===== src/rtl/wdt_pkg.sv =====
package wdt_pkg;
  localparam int DW    = 32;
  localparam int AW    = 3;
  localparam int NSLOT = 4;

  localparam logic [AW-1:0] A_CTRL  = 3'd0;
  localparam logic [AW-1:0] A_LOAD  = 3'd1;
  localparam logic [AW-1:0] A_COUNT = 3'd2;
  localparam logic [AW-1:0] A_KICK  = 3'd3;
  localparam logic [AW-1:0] A_KEY   = 3'd4;
  localparam logic [AW-1:0] A_PEND  = 3'd5;

  localparam int S_CTRL = 0;
  localparam int S_LOAD = 1;
  localparam int S_KICK = 2;
  localparam int S_KEY  = 3;

  localparam logic [DW-1:0] KEY_DIS1 = 32'h0000_AAAA;
  localparam logic [DW-1:0] KEY_DIS2 = 32'h0000_5555;
  localparam logic [DW-1:0] KEY_EN1  = 32'h0000_BBBB;
  localparam logic [DW-1:0] KEY_EN2  = 32'h0000_4444;

  typedef enum logic [1:0] {ARM_NONE, ARM_EN, ARM_DIS} arm_t;

  // maps a bus address to its posting slot; valid=0 for unposted addresses
  function automatic logic [NSLOT-1:0] slot_sel(input logic [AW-1:0] a);
    logic [NSLOT-1:0] s;
    s = '0;
    case (a)
      A_CTRL:  s[S_CTRL] = 1'b1;
      A_LOAD:  s[S_LOAD] = 1'b1;
      A_KICK:  s[S_KICK] = 1'b1;
      A_KEY:   s[S_KEY]  = 1'b1;
      default: s = '0;
    endcase
    return s;
  endfunction
endpackage


===== src/rtl/wdt_post_slot.sv =====
module wdt_post_slot #(
  parameter int DW       = 32,
  parameter int PEND_CYC = 4
) (
  input  logic          clk,
  input  logic          rst_n,
  input  logic          wr_i,
  input  logic [DW-1:0] wdata_i,
  output logic          busy_o,
  output logic          commit_o,
  output logic [DW-1:0] cdata_o
);
  localparam int CW = $clog2(PEND_CYC + 1);

  logic [CW-1:0] cnt_q;
  logic [DW-1:0] data_q;
  logic          accept;

  assign busy_o   = (cnt_q != '0);
  assign accept   = wr_i && !busy_o;
  assign commit_o = (cnt_q == CW'(1));
  assign cdata_o  = data_q;

  always_ff @(posedge clk or negedge rst_n) begin
    if (!rst_n) begin
      cnt_q  <= '0;
      data_q <= '0;
    end else if (accept) begin
      cnt_q  <= CW'(PEND_CYC);
      data_q <= wdata_i;
    end else if (busy_o) begin
      cnt_q <= cnt_q - CW'(1);
    end
  end

  // a write landing on a busy slot leaves the held value alone
  a_r4_drop_busy: assert property (@(posedge clk) disable iff (!rst_n)
    (wr_i && busy_o) |=> $stable(data_q));
  // an accepted write raises the pending flag on the next cycle
  a_r3_post_sets: assert property (@(posedge clk) disable iff (!rst_n)
    (wr_i && !busy_o) |=> busy_o);
  // the commit cycle is the last pending cycle
  a_r3_commit_clears: assert property (@(posedge clk) disable iff (!rst_n)
    commit_o |=> !busy_o);
endmodule


===== src/rtl/wdt_unlock.sv =====
module wdt_unlock
  import wdt_pkg::*;
(
  input  logic          clk,
  input  logic          rst_n,
  input  logic          commit_i,
  input  logic [DW-1:0] key_i,
  output logic          run_o,
  output logic          start_o
);
  arm_t arm_q;
  logic run_q;
  logic stop_evt;

  assign start_o  = commit_i && (key_i == KEY_EN2) && (arm_q == ARM_EN);
  assign stop_evt = commit_i && (key_i == KEY_DIS2) && (arm_q == ARM_DIS);
  assign run_o    = run_q;

  always_ff @(posedge clk or negedge rst_n) begin
    if (!rst_n) begin
      arm_q <= ARM_NONE;
      run_q <= 1'b0;
    end else if (commit_i) begin
      if (key_i == KEY_EN1)       arm_q <= ARM_EN;
      else if (key_i == KEY_DIS1) arm_q <= ARM_DIS;
      else                        arm_q <= ARM_NONE;
      if (start_o)       run_q <= 1'b1;
      else if (stop_evt) run_q <= 1'b0;
    end
  end

  // the timer only starts on a committed second enable word
  a_r5_start_key: assert property (@(posedge clk) disable iff (!rst_n)
    $rose(run_q) |-> ($past(commit_i) && ($past(key_i) == KEY_EN2)));
  // the timer only stops on a committed second disable word
  a_r6_stop_key: assert property (@(posedge clk) disable iff (!rst_n)
    $fell(run_q) |-> ($past(commit_i) && ($past(key_i) == KEY_DIS2)));
endmodule


===== src/rtl/wdt_tick_count.sv =====
module wdt_tick_count #(
  parameter int CNT_W = 32,
  parameter int PTV_W = 3
) (
  input  logic             clk,
  input  logic             rst_n,
  input  logic             run_i,
  input  logic             tick_i,
  input  logic             pre_en_i,
  input  logic [PTV_W-1:0] ptv_i,
  input  logic             reload_i,
  input  logic [CNT_W-1:0] load_i,
  output logic [CNT_W-1:0] count_o,
  output logic             wrap_o
);
  localparam int DIV_W = (1 << PTV_W) - 1;

  logic [CNT_W-1:0] count_q;
  logic [DIV_W-1:0] div_q;
  logic             hit, adv, wrap_evt, wrap_q;

  // divider reaches its last state for the chosen exponent
  function automatic logic presc_hit(input logic en, input logic [PTV_W-1:0] e,
                                     input logic [DIV_W-1:0] d);
    logic [DIV_W-1:0] lim;
    lim = (DIV_W'(1) << e) - DIV_W'(1);
    return !en || (d == lim);
  endfunction

  assign hit      = presc_hit(pre_en_i, ptv_i, div_q);
  assign adv      = run_i && tick_i && hit;
  assign wrap_evt = adv && (&count_q);
  assign count_o  = count_q;
  assign wrap_o   = wrap_q;

  always_ff @(posedge clk or negedge rst_n) begin
    if (!rst_n) begin
      count_q <= '0;
      div_q   <= '0;
      wrap_q  <= 1'b0;
    end else begin
      wrap_q <= wrap_evt && !reload_i;
      if (reload_i || wrap_evt) count_q <= load_i;
      else if (adv)             count_q <= count_q + CNT_W'(1);
      if (!run_i)               div_q <= '0;
      else if (tick_i)          div_q <= hit ? '0 : div_q + DIV_W'(1);
    end
  end

  // a stopped timer with no reload keeps its count
  a_r9_stopped_holds: assert property (@(posedge clk) disable iff (!rst_n)
    (!run_i && !reload_i) |=> $stable(count_q));
  // a wrap reloads the counter from the load value
  a_r10_wrap_reload: assert property (@(posedge clk) disable iff (!rst_n)
    (wrap_evt && !reload_i) |=> (wrap_q && (count_q == $past(load_i))));
  // no tick, no change unless reloaded
  a_r9_tick_only: assert property (@(posedge clk) disable iff (!rst_n)
    (!tick_i && !reload_i) |=> $stable(count_q));
endmodule


===== src/rtl/wdt_keyed.sv =====
module wdt_keyed
  import wdt_pkg::*;
#(
  parameter int PEND_CYC = 4,
  parameter int PTV_W    = 3
) (
  input  logic          clk,
  input  logic          rst_n,
  input  logic          bus_wr,
  input  logic [AW-1:0] bus_addr,
  input  logic [DW-1:0] bus_wdata,
  output logic [DW-1:0] bus_rdata,
  input  logic          tick_i,
  output logic          wdog_rst_o
);
  localparam int CTRL_W = PTV_W + 1;
  localparam logic [DW-1:0] CTRL_MASK = DW'((1 << CTRL_W) - 1);

  logic [NSLOT-1:0] wr_sel, busy, commit;
  logic [DW-1:0]    cdata [NSLOT];
  logic [DW-1:0]    ctrl_q, load_q, last_kick_q, count;
  logic             run, start, kick_reload;

  assign wr_sel = bus_wr ? slot_sel(bus_addr) : '0;

  for (genvar i = 0; i < NSLOT; i++) begin : g_slot
    wdt_post_slot #(.DW(DW), .PEND_CYC(PEND_CYC)) u_slot (
      .clk(clk), .rst_n(rst_n), .wr_i(wr_sel[i]), .wdata_i(bus_wdata),
      .busy_o(busy[i]), .commit_o(commit[i]), .cdata_o(cdata[i]));
  end

  wdt_unlock u_unlock (
    .clk(clk), .rst_n(rst_n), .commit_i(commit[S_KEY]), .key_i(cdata[S_KEY]),
    .run_o(run), .start_o(start));

  assign kick_reload = commit[S_KICK] && (cdata[S_KICK] != last_kick_q);

  always_ff @(posedge clk or negedge rst_n) begin
    if (!rst_n) begin
      ctrl_q      <= '0;
      load_q      <= '0;
      last_kick_q <= '0;
    end else begin
      if (commit[S_CTRL] && !run) ctrl_q <= cdata[S_CTRL] & CTRL_MASK;
      if (commit[S_LOAD] && !run) load_q <= cdata[S_LOAD];
      if (commit[S_KICK])         last_kick_q <= cdata[S_KICK];
    end
  end

  wdt_tick_count #(.CNT_W(DW), .PTV_W(PTV_W)) u_count (
    .clk(clk), .rst_n(rst_n), .run_i(run), .tick_i(tick_i),
    .pre_en_i(ctrl_q[0]), .ptv_i(ctrl_q[PTV_W:1]),
    .reload_i(start || kick_reload), .load_i(load_q),
    .count_o(count), .wrap_o(wdog_rst_o));

  always_comb begin
    case (bus_addr)
      A_CTRL:  bus_rdata = ctrl_q;
      A_LOAD:  bus_rdata = load_q;
      A_COUNT: bus_rdata = count;
      A_KICK:  bus_rdata = last_kick_q;
      A_PEND:  bus_rdata = DW'(busy);
      default: bus_rdata = '0;
    endcase
  end

  // configuration is frozen while the timer runs
  a_r7_ctrl_locked: assert property (@(posedge clk) disable iff (!rst_n)
    (run && commit[S_CTRL]) |=> $stable(ctrl_q));
  a_r7_load_locked: assert property (@(posedge clk) disable iff (!rst_n)
    (run && commit[S_LOAD]) |=> $stable(load_q));
  // configuration registers change only on a commit
  a_r3_load_on_commit: assert property (@(posedge clk) disable iff (!rst_n)
    !commit[S_LOAD] |=> $stable(load_q));
endmodule


===== config.mk =====
export PLATFORM = sky130hd
export DESIGN_NAME = wdt_keyed
export DESIGN_NICKNAME = d
export VERILOG_FILES = /design/src/rtl/wdt_pkg.sv /design/src/rtl/wdt_post_slot.sv /design/src/rtl/wdt_unlock.sv /design/src/rtl/wdt_tick_count.sv /design/src/rtl/wdt_keyed.sv
export SDC_FILE = /design/constraint.sdc
export NUM_CORES = 1
export LEC_CHECK = 0
export ABC_AREA = 1
export BUFFER_PORTS_ARGS = -buffer_cell sky130_fd_sc_hd__buf_2
export CORE_ASPECT_RATIO = 0.7
export CORE_UTILIZATION = 45
export DETAILED_ROUTE_END_ITERATION = 16
export PLACE_DENSITY = 0.59
export SKIP_LAST_GASP = 1
export SLEW_MARGIN = 20
export SYNTH_ARGS = -nofsm -noshare
export SYNTH_HDL_FRONTEND = slang
export SYNTH_SLANG_ARGS = --single-unit

===== constraint.sdc =====
create_clock -name clk -period 3.2 [get_ports clk]
set_clock_uncertainty 0.15 [all_clocks]
set_input_delay 0.64 -clock clk [delete_from_list [all_inputs] [get_ports clk]]
set_output_delay 0.64 -clock clk [all_outputs]
set_load 0.05 [all_outputs]

==> flow_metrics.tcl <==
set metrics [dict create \
    rsz0062_at_grt "no" \
    synth_seq_area_share 0.487 \
    clkSinkCount 223 \
    dr_wl_met3_um 2270 \
    grt_overflow 0 \
    syn_area_sq_um 11500 \
    top_layer "met4" \
    crit_buf_inv 5 \
    worst_pin_slew_ns 0.924 \
    grt_pass1_vias 8996 \
    fin_nets 1603 \
    dp_hpwl_um 24900 \
    drv_slew 0 \
    dr.pass1.iters 12 \
    cp.depth 7 \
    clock_path_buffers 3 \
    cp_slowest_cell "buf_2" \
    crit_family "buffers and inverters" \
    clk_latency_ns 0.56 \
    hold_ws_ns 0.157 \
    die_h_um 136 \
    ant_nets 0 \
    hold_class "in -> reg" \
    antenna_found_initial 0 \
    crit_chain "buf_2, inv_1, nor3_1, inv_1, buf_4, o221ai_1, buf_2" \
    p_leak_nw 6.54 \
    grt_use_total 0.267 \
    ir_worst_vdd_mv 0.408 \
    via_per_inst 5.28 \
    start_util 0.462 \
    die-area_sq_um 26100 \
    route.vias.total 9991 \
    num_rows 48 \
    numPortBuffers 71 \
    cts_resized 0 \
    synthArstFlopShare 1.00 \
    wirelength_met1_um 17900 \
    crit_start "bus_addr[1]" \
    synth_area_per_cell_sq_um 7.68 \
    start_kind "input port" \
    synthDistinctLibCells 35 \
    cp.required_ns 2.41 \
    violations "DRC" \
    rr_startpoint "g_slot[3].u_slot.cnt_q[1]" \
    hold_viol_final 0 \
    drcViolationCount 8 \
    worstPathArrival_ns 2.19 \
    hold_depth 3 \
    maxCapViolCount 0 \
    mostFrequentLayoutCells "478 x nand2_1, 223 x dfrtp_1, 194 x inv_1" \
    ys_seq_elements 223 \
    fmax_mhz 336 \
    cts_setup_buffers 0 \
    synth-edff-count 0 \
    drive_above_1_share 0.0990 \
    rr_worst_depth 12 \
    ys_warn_count 0 \
    fin_util 0.528 \
    antennaDiodeCount 0 \
    layout_commonest_cell "nand2_1" \
    cts-htree-levels 1 \
    path_class "in -> out" \
    worst_setup_path_end_kind "output port" \
    area_growth_pct 14.3 \
    grt_pass1_wl_um 52900 \
    synth_fp_nets 1544 \
    grt_max_degree 66 \
    max_stage_delay_ns 0.31 \
    wire_per_inst_um 17.9 \
    holdBufCountCts 1 \
    core_area_sq_um 24800 \
    met2WireLength_um 13000 \
    min_from "bus_wdata[14]" \
    cts_root_buf "clkbuf_16" \
    clk_pin_slew_ns 0.06 \
    wirelength_um 33900 \
    setup_viol 0 \
    outcome "finished with violations" \
    place_congestion 0.969 \
    die_x_um 193 \
    drtIter0Drc 875 \
    cts_buffers 24 \
    cts_tree "done" \
    critPathMaxFanout 17 \
    syn_inst 1491 \
    min_period_over_period 0.931 \
    powerDensity_nw_per_um2 1000 \
    layout_min_cycle_time_ns 2.98 \
    slew_headroom 0.380 \
    synth-main-ff-cell "dfrtp_1" \
    pin_count 72 \
]
## final timing paths
kind / endpoint / slack [ns]
worst max-delay path: bus_rdata[30] / 0.22
worst min-delay path: g_slot[3].u_slot.cdata_o[14] / 0.16
worst max register to register: u_count.count_o[2] / 0.57
worst min register to register: u_count.count_o[16] / 0.33
max in group asynchronous: load_q[0] / 1.61
min in group asynchronous: u_count.div_q[4] / 0.48
## cells in the mapped netlist (4+ instances only)
cell       count  share of area
a21oi_1       36          0.016
a22oi_1       15         0.0098
buf_2         13         0.0057
clkbuf_1      44          0.014
dfrtp_1      223           0.49
ha_1          14          0.015
inv_1        195          0.064
nand2_1      478           0.16
nand2_2        4         0.0022
nand3_1       67          0.029
nand4_1       40          0.022
nor2_1        97          0.032
nor3_1        22         0.0096
nor4_1         7         0.0038
o2111ai_1      4         0.0031
o21ai_0      135          0.059
o221ai_1      16          0.012
o22ai_1        8         0.0044
xnor2_1       28          0.021
xor2_1        20          0.015
## cell families after synthesis
| kind of cell | synth area share |
|---|---|
| AND/OR/NAND/NOR | 0.266 |
| buffers and inverters | 0.0886 |
| flip-flops | 0.487 |
| AO/OA/AOI/OAI | 0.106 |
| XOR/XNOR | 0.0367 |
| adder cells (fa/ha/maj) | 0.0153 |
## registers in the layout, indices dropped and copies added (netlist names)
signal,count
load_q,32
ctrl_q,4
u_unlock.arm_q,2
u_count.div_q,7
u_count.count_o,32
g_slot.u_slot.cnt_q,12
u_unlock.run_o,1
last_kick_q,32
u_count.wrap_o,1
g_slot.u_slot.cdata_o,100
## per-layer routing
metal / global-route usage / vias to the layer above
met5: 0 / -
met4: 0.0560 / 0
met3: 0.0381 / 55
met2: 0.344 / 352
met1: 0.454 / 4693
li1: - / 4891
## power breakdown
group	leakage [nW]	switching (W)	internal (W)	total, W
registers	2.82	0.00118	0.00410	0.00528
logic	3.29	0.00314	0.00163	0.00478
clock network	0.424	0.00123	0.00186	0.00309
total	6.54	0.00556	0.00760	0.0132
## worst register-to-register path: cells and delay by family, from the launching register on
family	cells	cell delay [ns]
and+or+nand+nor	8	1.39
adders and majority gates	1	0.16
buffers and inverters	3	0.49
DFF	1	0.36
## per-stage QoR
step	std cells	setup TNS, ns	area [sq um]	power [W]	setup slack [ns]
2_1_floorplan	1491	-1.23	11500	0.00842	-0.246
3_3_place_gp	1848	0	12200	0.00992	0.275
3_5_place_dp	1848	0	12200	0.0100	0.267
4_1_cts	1891	0	13100	0.0132	0.258
5_1_grt	1891	0	13100	0.0141	0.177
6_report	1891	0	13100	0.0132	0.220
## layout make-up
cell class,instances,area (sq um)
clock buffers,29,649
clock inverters,13,226
fillers,2407,11700
inverters,198,743
multi-input cells,1008,4890
flip-flops and latches,223,5580
well taps,325,407
repair buffers,95,598
Note: power is estimated with default switching activity, not from simulation.
